**config.mk**
```make
export PLATFORM = sky130hd
export DESIGN_NAME = e3tx_payload_in
export DESIGN_NICKNAME = d
export VERILOG_FILES = /design/src/rtl/e3tx_pkg.sv /design/src/rtl/e3tx_mode_ctl.sv /design/src/rtl/e3tx_pos_ctr.sv /design/src/rtl/e3tx_lane.sv /design/src/rtl/e3tx_payload_in.sv
export SDC_FILE = /design/constraint.sdc
export NUM_CORES = 1
export LEC_CHECK = 0
export CAP_MARGIN = 20
export CELL_PAD_IN_SITES_DETAIL_PLACEMENT = 1
export CELL_PAD_IN_SITES_GLOBAL_PLACEMENT = 1
export CORE_MARGIN = 4
export CORE_UTILIZATION = 45
export DETAILED_ROUTE_END_ITERATION = 16
export PLACE_DENSITY_LB_ADDON = 0.1
export SYNTH_ARGS = -nofsm -noshare
export SYNTH_HDL_FRONTEND = slang
export SYNTH_SLANG_ARGS = --single-unit
```
**constraint.sdc**
```tcl
create_clock -name clk -period 4.1 [get_ports clk]
set_input_delay 0.615 -clock clk [delete_from_list [all_inputs] [get_ports clk]]
set_output_delay 0.615 -clock clk [all_outputs]
set_load 0.02 [all_outputs]
```
**src/rtl/e3tx_pkg.sv**
```systemverilog
package e3tx_pkg;

  typedef struct packed {
    logic nibble;
    logic loop;
    logic master;
  } e3tx_mode_t;

  // frame slave exists only under local timing
  function automatic logic f_is_slave(e3tx_mode_t m);
    return !m.loop && !m.master;
  endfunction

  function automatic logic f_is_overhead(int unsigned pos, int unsigned oh_bits);
    return pos < oh_bits;
  endfunction

  function automatic int unsigned f_nib_phase(int unsigned pos, int unsigned nib_w);
    return pos % nib_w;
  endfunction

  function automatic int unsigned f_next_pos(int unsigned pos, int unsigned frame_bits,
                                             logic restart);
    if (restart) return 0;
    return (pos + 1 == frame_bits) ? 0 : pos + 1;
  endfunction

endpackage

```
**src/rtl/e3tx_mode_ctl.sv**
```systemverilog
module e3tx_mode_ctl
  import e3tx_pkg::*;
(
  input  logic       clk,
  input  logic       rst_n,
  input  e3tx_mode_t mode_in,
  input  logic       at_start,
  input  logic       rx_tick,
  input  logic       tx_tick,
  output e3tx_mode_t mode_eff,
  output e3tx_mode_t mode_held,
  output logic       tick
);

  e3tx_mode_t held_q;

  // new configuration is admitted only at frame position zero
  assign mode_eff  = at_start ? mode_in : held_q;
  assign mode_held = held_q;
  assign tick      = mode_eff.loop ? rx_tick : tx_tick;

  always_ff @(posedge clk or negedge rst_n) begin
    if (!rst_n)    held_q <= '0;
    else if (tick) held_q <= mode_eff;
  end

endmodule

```
**src/rtl/e3tx_pos_ctr.sv**
```systemverilog
module e3tx_pos_ctr
  import e3tx_pkg::*;
#(
  parameter int FRAME_BITS = 1536,
  parameter int PW         = $clog2(FRAME_BITS)
) (
  input  logic          clk,
  input  logic          rst_n,
  input  logic          tick,
  input  logic          restart,
  output logic [PW-1:0] pos,
  output logic          at_start,
  output logic          at_last
);

  logic [PW-1:0] pos_q;

  always_ff @(posedge clk or negedge rst_n) begin
    if (!rst_n)    pos_q <= '0;
    else if (tick) pos_q <= PW'(f_next_pos(32'(pos_q), FRAME_BITS, restart));
  end

  assign pos      = pos_q;
  assign at_start = (pos_q == '0);
  assign at_last  = (32'(pos_q) == FRAME_BITS - 1);

endmodule

```
**src/rtl/e3tx_lane.sv**
```systemverilog
module e3tx_lane #(
  parameter int NIB_W = 4,
  parameter int SHW   = NIB_W - 1
) (
  input  logic             clk,
  input  logic             rst_n,
  input  logic             tick,
  input  logic             nibble,
  input  logic             phase0,
  input  logic             overhead,
  input  logic             ser_in,
  input  logic [NIB_W-1:0] nib_in,
  output logic             bit_next,
  output logic             capture
);

  logic [SHW-1:0] sh_q;
  logic           raw;

  // remaining nibble bits wait here, top bit first
  always_ff @(posedge clk or negedge rst_n) begin
    if (!rst_n) sh_q <= '0;
    else if (tick && nibble) begin
      if (phase0) sh_q <= nib_in[SHW-1:0];
      else        sh_q <= {sh_q[SHW-2:0], 1'b0};
    end
  end

  always_comb begin
    if (!nibble)     raw = ser_in;
    else if (phase0) raw = nib_in[NIB_W-1];
    else             raw = sh_q[SHW-1];
  end

  assign bit_next = overhead ? 1'b0 : raw;
  assign capture  = tick && (!nibble || phase0);

endmodule

```
**src/rtl/e3tx_payload_in.sv**
```systemverilog
module e3tx_payload_in
  import e3tx_pkg::*;
#(
  parameter int FRAME_BITS = 1536,
  parameter int OH_BITS    = 12,
  parameter int NIB_W      = 4
) (
  input  logic             clk,
  input  logic             rst_n,
  input  logic             cfg_nibble,
  input  logic             cfg_loop,
  input  logic             cfg_master,
  input  logic             rx_clk_tick,
  input  logic             tx_clk_tick,
  input  logic             te_frame_start,
  input  logic             te_ser,
  input  logic [NIB_W-1:0] te_nib,
  output logic             te_clk_strobe,
  output logic             te_frame_end,
  output logic             te_overhead,
  output logic             fr_bit_valid,
  output logic             fr_bit
);

  localparam int PW = $clog2(FRAME_BITS);

  e3tx_mode_t    mode_in, mode_eff, mode_held;
  logic          tick_sel, restart, at_start, at_last;
  logic          phase0, overhead, bit_next, capture;
  logic [PW-1:0] pos_q;

  assign mode_in = '{nibble: cfg_nibble, loop: cfg_loop, master: cfg_master};

  e3tx_mode_ctl u_mode (
    .clk      (clk),
    .rst_n    (rst_n),
    .mode_in  (mode_in),
    .at_start (at_start),
    .rx_tick  (rx_clk_tick),
    .tx_tick  (tx_clk_tick),
    .mode_eff (mode_eff),
    .mode_held(mode_held),
    .tick     (tick_sel)
  );

  assign restart = f_is_slave(mode_eff) && te_frame_start;

  e3tx_pos_ctr #(.FRAME_BITS(FRAME_BITS), .PW(PW)) u_pos (
    .clk     (clk),
    .rst_n   (rst_n),
    .tick    (tick_sel),
    .restart (restart),
    .pos     (pos_q),
    .at_start(at_start),
    .at_last (at_last)
  );

  assign phase0   = (f_nib_phase(32'(pos_q), NIB_W) == 0);
  assign overhead = f_is_overhead(32'(pos_q), OH_BITS);

  e3tx_lane #(.NIB_W(NIB_W)) u_lane (
    .clk     (clk),
    .rst_n   (rst_n),
    .tick    (tick_sel),
    .nibble  (mode_eff.nibble),
    .phase0  (phase0),
    .overhead(overhead),
    .ser_in  (te_ser),
    .nib_in  (te_nib),
    .bit_next(bit_next),
    .capture (capture)
  );

  // markers describe the bit just issued and hold for its whole period
  always_ff @(posedge clk or negedge rst_n) begin
    if (!rst_n) begin
      fr_bit_valid  <= 1'b0;
      fr_bit        <= 1'b0;
      te_clk_strobe <= 1'b0;
      te_frame_end  <= 1'b0;
      te_overhead   <= 1'b0;
    end else begin
      fr_bit_valid  <= tick_sel;
      te_clk_strobe <= capture;
      if (tick_sel) begin
        fr_bit       <= bit_next;
        te_frame_end <= at_last;
        te_overhead  <= overhead;
      end
    end
  end

endmodule

```
# Yosys cells after proc, flatten, opt, wreduce, memory -nomap -nowiden

Cells that the tools add are included.

Word-level logic and storage cells: 34
Flip-flop bits (word level): 22
Bits of input ports: 13
Output and inout port bits: 5

Order comparisons: 1
Muxes and demuxes: 10
Eq/ne operators: 2
Reductions and logical operators: 10
$add $sub $neg: 1

Operator list:

| operator                                              | number |
|---|---|
| zero test 32 bit                                      | 1 |
| 2-to-1 mux 11 bit                                     | 2 |
| adder 11 x 1 -> 12 bit, second input constant         | 1 |
| equality test 12 x 11 -> 1 bit, second input constant | 1 |
| equality test 11 bit, second input constant           | 1 |
| zero test 11 bit                                      | 1 |
| < comparator 11 x 4 -> 1 bit, second input constant   | 1 |
| 2-to-1 mux 1 bit                                      | 6 |
| 2-to-1 mux 3 bit                                      | 2 |
| logical AND 1 bit                                     | 4 |
| zero test 1 bit                                       | 3 |
| logical OR 1 bit                                      | 1 |

# Logic depth before layout (Yosys ltp)

Word-level depth: 8
Gate-level depth with buffers: 10
Depth with buffers taken out: 9

# Modules after synthesis

From an unflattened synthesis, not the netlist that was laid out.

Cells, all modules: 144
Area total of the unflattened synthesis: 1398.8 µm²

Modules (own cells, without submodules):

| module          | area an instance (µm²) | cells each | seq. area each (µm²) | times used |
|---|---|---|---|---|
| e3tx_pos_ctr    | 810.8                  | 96         | 275.3                | 1 |
| e3tx_payload_in | 214.0                  | 16         | 125.1                | 1 |
| e3tx_lane       | 188.9                  | 18         | 75.1                 | 1 |
| e3tx_mode_ctl   | 185.2                  | 14         | 75.1                 | 1 |

# Worst setup path before layout

No wires, ideal clock.

Path kind: register -> register
From: register u_pos.pos_q[0], in the netlist u_pos.pos[0]
To: register u_pos.pos_q[8], in the netlist u_pos.pos[8]
Buffers on the path: 1
Path slack: 1.444 ns
Stages on the path, launching flop included: 10
Arrival time: 2.535 ns
Setup time: 0.121 ns
Cell sequence: dfrtp_1 > inv_1 > ha_1 > or3b_2 > or4_4 > and2_4 > a31o_1 > buf_6 > a21o_1 > a22o_1

Cells in the longest elaborated chain, start to end: 8
Elaborated cells between the ends (all ways): 13
Classes of those cells: 1 x add/sub; 1 x eq/ne; 6 x mux; 5 x reduce/logical

Ends and longest elaborated chain:

| item                                                                           | RTL line           | text |
|---|---|---|
| start: declaration                                                             | e3tx_pos_ctr.sv:16 | `logic [PW-1:0] pos_q;` |
| start signal: assignment                                                       | e3tx_pos_ctr.sv:20 | `else if (tick) pos_q <= PW'(f_next_pos(32'(pos_q), FRAME_BITS, restart));` |
| parallel branches: the longest is 8 deep, another holds adder 11 x 1 -> 12 bit | -                  |  |

Parallel ways; which one is timed is not known. The select of a mux whose other input is x is not followed.
A chain may end at the register's enable or synchronous reset.

# Worst setup path in the final report

From: register u_pos.pos_q[0], in the netlist u_pos.pos[0]
To: register u_pos.pos_q[9], in the netlist u_pos.pos[9]

The elaborated chain is that of the path after synthesis.

==> impl_results.md <==
* Result of the run: complete, no violations
* Worst setup SP type: flop
* Flop pwr share at between 30% and 40%
* Hold Fails Final Rpt at 0
* Clock network fraction of total power at between 10% and 20%
* Count of synthesis-stage warnings from yosys at 0
* Cell family contributing the most delay on the critical path: compound AO/OA/AOI/OAI gates
* Global-route wire length before repair at 6500 um
* Y dimension of the die at ~65 um
* Gate Count Post-Synth at about 150
* Die W at roughly 65 um
* Number of global-route vias before repair at between 1,000 and 1,500
* Static power due to leakage at about 0.00067 uW
* Effective utilization at floorplan at between 40% and 50%
* Final Instance Count excl. Fillers at ~210
* Nets at 180
* First-pass iteration count of the detailed router at 4
* Total Die Area at ~4200 sq um
* Slowest stage cell on the critical path: a31o_1
* Reg2reg start: u_pos.pos[0]
* Critical path fanouts, max at 18
* Signed area change from the synthesized netlist to the final layout at 12.6%
* Post-route minimum period at 3100 ps
* Number of nets in the synthesized netlist at ~170
* RSZ-0062 raised after global routing: no
* Routed vias at approximately 1,200
* Register-to-Register Path Depth at 8
* Worst-case vdd ir drop at roughly 0.00033 V
* Number of levels in the clock H-tree at 1
* Max Buffers Root-to-Sink at 2
* End of the worst hold path: te_clk_strobe
* Class of the most critical hold timing path: flop to flop
* Routed wire length per instance at about 18 um
* Max Freq at between 0.3 and 0.4 GHz
* Syn_area_per_cell at approximately 9.5 sq um
* Max-cap violations at 0
* Half-perimeter wire length of the detailed placement result at roughly 2600 um
* Hold Buf Count CTS at 0
* Clk sinks at 22
* Count of antenna diodes in the layout at 0
* Area share of the largest cell type after synthesis at 38.2%
* Most frequent cell after synthesis: dfrtp_1
* Endpoint of the lowest-slack register-to-register path: u_pos.pos[9]
* Number of different library cells in the post-synthesis netlist at 50
* Worst Skew at 1.81 ps
* Main synth FF type: dfrtp_1
* Path type of the worst setup path: flop to flop
* Portion of total power attributed to combinational logic at a little over half
* Drt first-iter violations at 73
* Pwr per Cell Area at 604 nW/um^2
* Synth Register Bits at 22
* DRT Wirelength at around 3600 um
* Switching power total at between 400 and 500 uW
* Worst slew margin relative to its limit at approximately 56%
* Via-to-Cell Ratio at roughly 5.8
* Root Buffer: clkbuf_4
* Antenna violations before repair at 0
* Final number of setup-violating endpoints at 0
* Top-level I/O count at 18
* Top post-synthesis cells by area: dfrtp_1 38%, clkbuf_8 3.8%, a21oi_1 3.5%
* Endpoint kind of the worst setup timing path: flop
* Worst hold start: u_mode.mode_held[2]
* Largest stage delay, worst path at about 600 ps
* Count of cells along the worst hold path at 1
* Leading post-synthesis cells by instance count: 22 x dfrtp_1, 13 x nand2_1, 10 x a21oi_1, 10 x inv_1, 9 x o21ai_0
* CTS tree: done
* Crit-path cells: inv_1, ha_1, or3b_2, or3_2, o211ai_1, a31o_1, a311oi_1, a21oi_1
* Count of buffers inserted at the top-level ports at 17
* Clock Pin Slew Worst Setup and Hold Paths at roughly 130 ps
* Instance count after placement with tap cells included at approximately 200
* Row count at 20
* Cell area after synthesis at about 1400 sq um
* Fill cell count at around 360
* Cell taking the most area after synthesis: dfrtp_1
* Switching portion of total power at 43.7%
* Number of CTS-inserted buffers at 3
* Antenna viol nets, final at 0
* Fraction of layout cells with a size suffix above 1 at 13.4%
* Post-route DRC at 0
* Final period utilization at 75.6%
* Final count of pins violating max slew at 0
* Number of post-CTS setup repair buffers at 0
* Data required time at the worst endpoint at approximately 4400 ps
* Clock latency of the later-clocked register in the worst-skew pair at 320 ps
* Async set or reset register ratio after synthesis at 100%
* Area inside the core boundary at 3050 sq um
* FF-to-FF setup slack at ~1000 ps
* Bufs and invs on worst path at 1
* Post-synth EDFFs at 0
* Seq/Total Area, Yosys at 38.2%
* CP arrival at 3350 ps
* Number of cells upsized or downsized after cts at 0
* Transition time of the tightest slew-check pin at ~660 ps
* Gp weighted congestion at roughly 0.76
* Cell-internal power at about 550 uW
* Global-route usage over all layers at 19.9%
* Maximum number of pins on one net before global-route repair at 23
* Total negative slack at 0 ps
* Leftover overflow at the end of global routing at 0
==> per-layer routing <==
metal	vias up	wire length [um]	track usage [%]	share of wire (%)
li1	585	-	-	-
met3	5	127	5.03	3.5
met1	603	1690	26.7	46
met4	0	37	5.54	1.0
met5	-	0	0	0
met2	21	1790	31.6	49
==> final cells by class <==
class                   instances  area [sq um]  share of cell area [%]
well taps                      44          55.1                    3.39
clock buffers                   4          36.3                    2.24
flip-flops and latches         22           551                    33.9
repair buffers                 18           198                    12.2
multi-input cells             109           742                    45.7
inverters                      11          41.3                    2.54
==> cell families (layout without fill, tap and decap cells) <==
family / count (synthesis) / after routing / share of synthesized area [%]
flip-flops: 22 / 22 / 38.2
buffers and inverters: 21 / 33 / 10.3
AO/OA/AOI/OAI: 45 / 45 / 22.0
adder cells (fa/ha/maj): 2 / 2 / 1.74
multiplexers: 8 / 8 / 6.25
XOR/XNOR: 1 / 1 / 0.608
AND/OR/NAND/NOR: 53 / 53 / 20.8
==> worst register-to-register path, cell delays in order (launching register included) <==
cell and delay (ps):
dfrtp_1 440, inv_1 130, ha_1 310, or3b_2 530
or3_2 490, o211ai_1 200, a31o_1 600, a311oi_1 190
a21oi_1 150
==> power by group through the flow <==
stage | combinational [uW] | clock [uW] | sequential, uW
after global placement | 489 | 0 | 336
final | 518 | 125 | 338
after detailed placement | 514 | 0 | 342
after floorplan | 425 | 0 | 332
after global routing | 580 | 143 | 349
after CTS | 517 | 129 | 338
==> per-stage QoR <==
step	setup slack [ps]	util, %	area (sq um)	hold WS, ps	power [uW]
after floorplan	1440	-	1440	319	757
after global placement	1120	51.1	1560	473	825
after detailed placement	1020	51.1	1560	496	856
after CTS	997	52.3	1600	517	984
after global routing	740	53.2	1620	537	1070
final	1000	53.2	1620	515	981
==> registers in the layout, indices dropped and copies added, names as in the netlist <==
| register | count |
|---|---|
| te_overhead | 1 |
| u_mode.mode_held | 3 |
| fr_bit_valid | 1 |
| te_clk_strobe | 1 |
| te_frame_end | 1 |
| u_lane.sh_q | 3 |
| fr_bit | 1 |
| u_pos.pos | 11 |
==> cells in the final DEF, fill, tap and decap left out, types with 2 or more instances in the layout <==
master,Yosys,final
a21o_1,3,3
a21oi_1,10,10
a22o_1,4,4
and4_2,2,2
clkbuf_4,0,3
clkdlybuf4s50_1,0,17
dfrtp_1,22,22
ha_1,2,2
inv_1,10,10
mux2_1,2,2
mux2_2,2,2
mux2i_1,3,3
nand2_1,13,13
nand3_1,6,6
nand4_1,5,5
nor2_1,8,8
nor3_1,3,3
o211ai_1,3,3
o21ai_0,9,9
o31ai_1,6,6
or4_4,2,2
==> how the worst max path moves through the flow <==
| stage | to | cells after the start | from |
|---|---|---|---|
| floorplan | u_pos.pos[8] | 9 | u_pos.pos[0] |
| global placement | te_overhead | 8 | u_pos.pos[0] |
| detailed placement | te_overhead | 8 | u_pos.pos[0] |
| CTS | te_overhead | 8 | u_pos.pos[0] |
| global route | u_pos.pos[5] | 8 | u_pos.pos[0] |
| finish | u_pos.pos[9] | 8 | u_pos.pos[0] |
(Power assumes the default switching activity.)
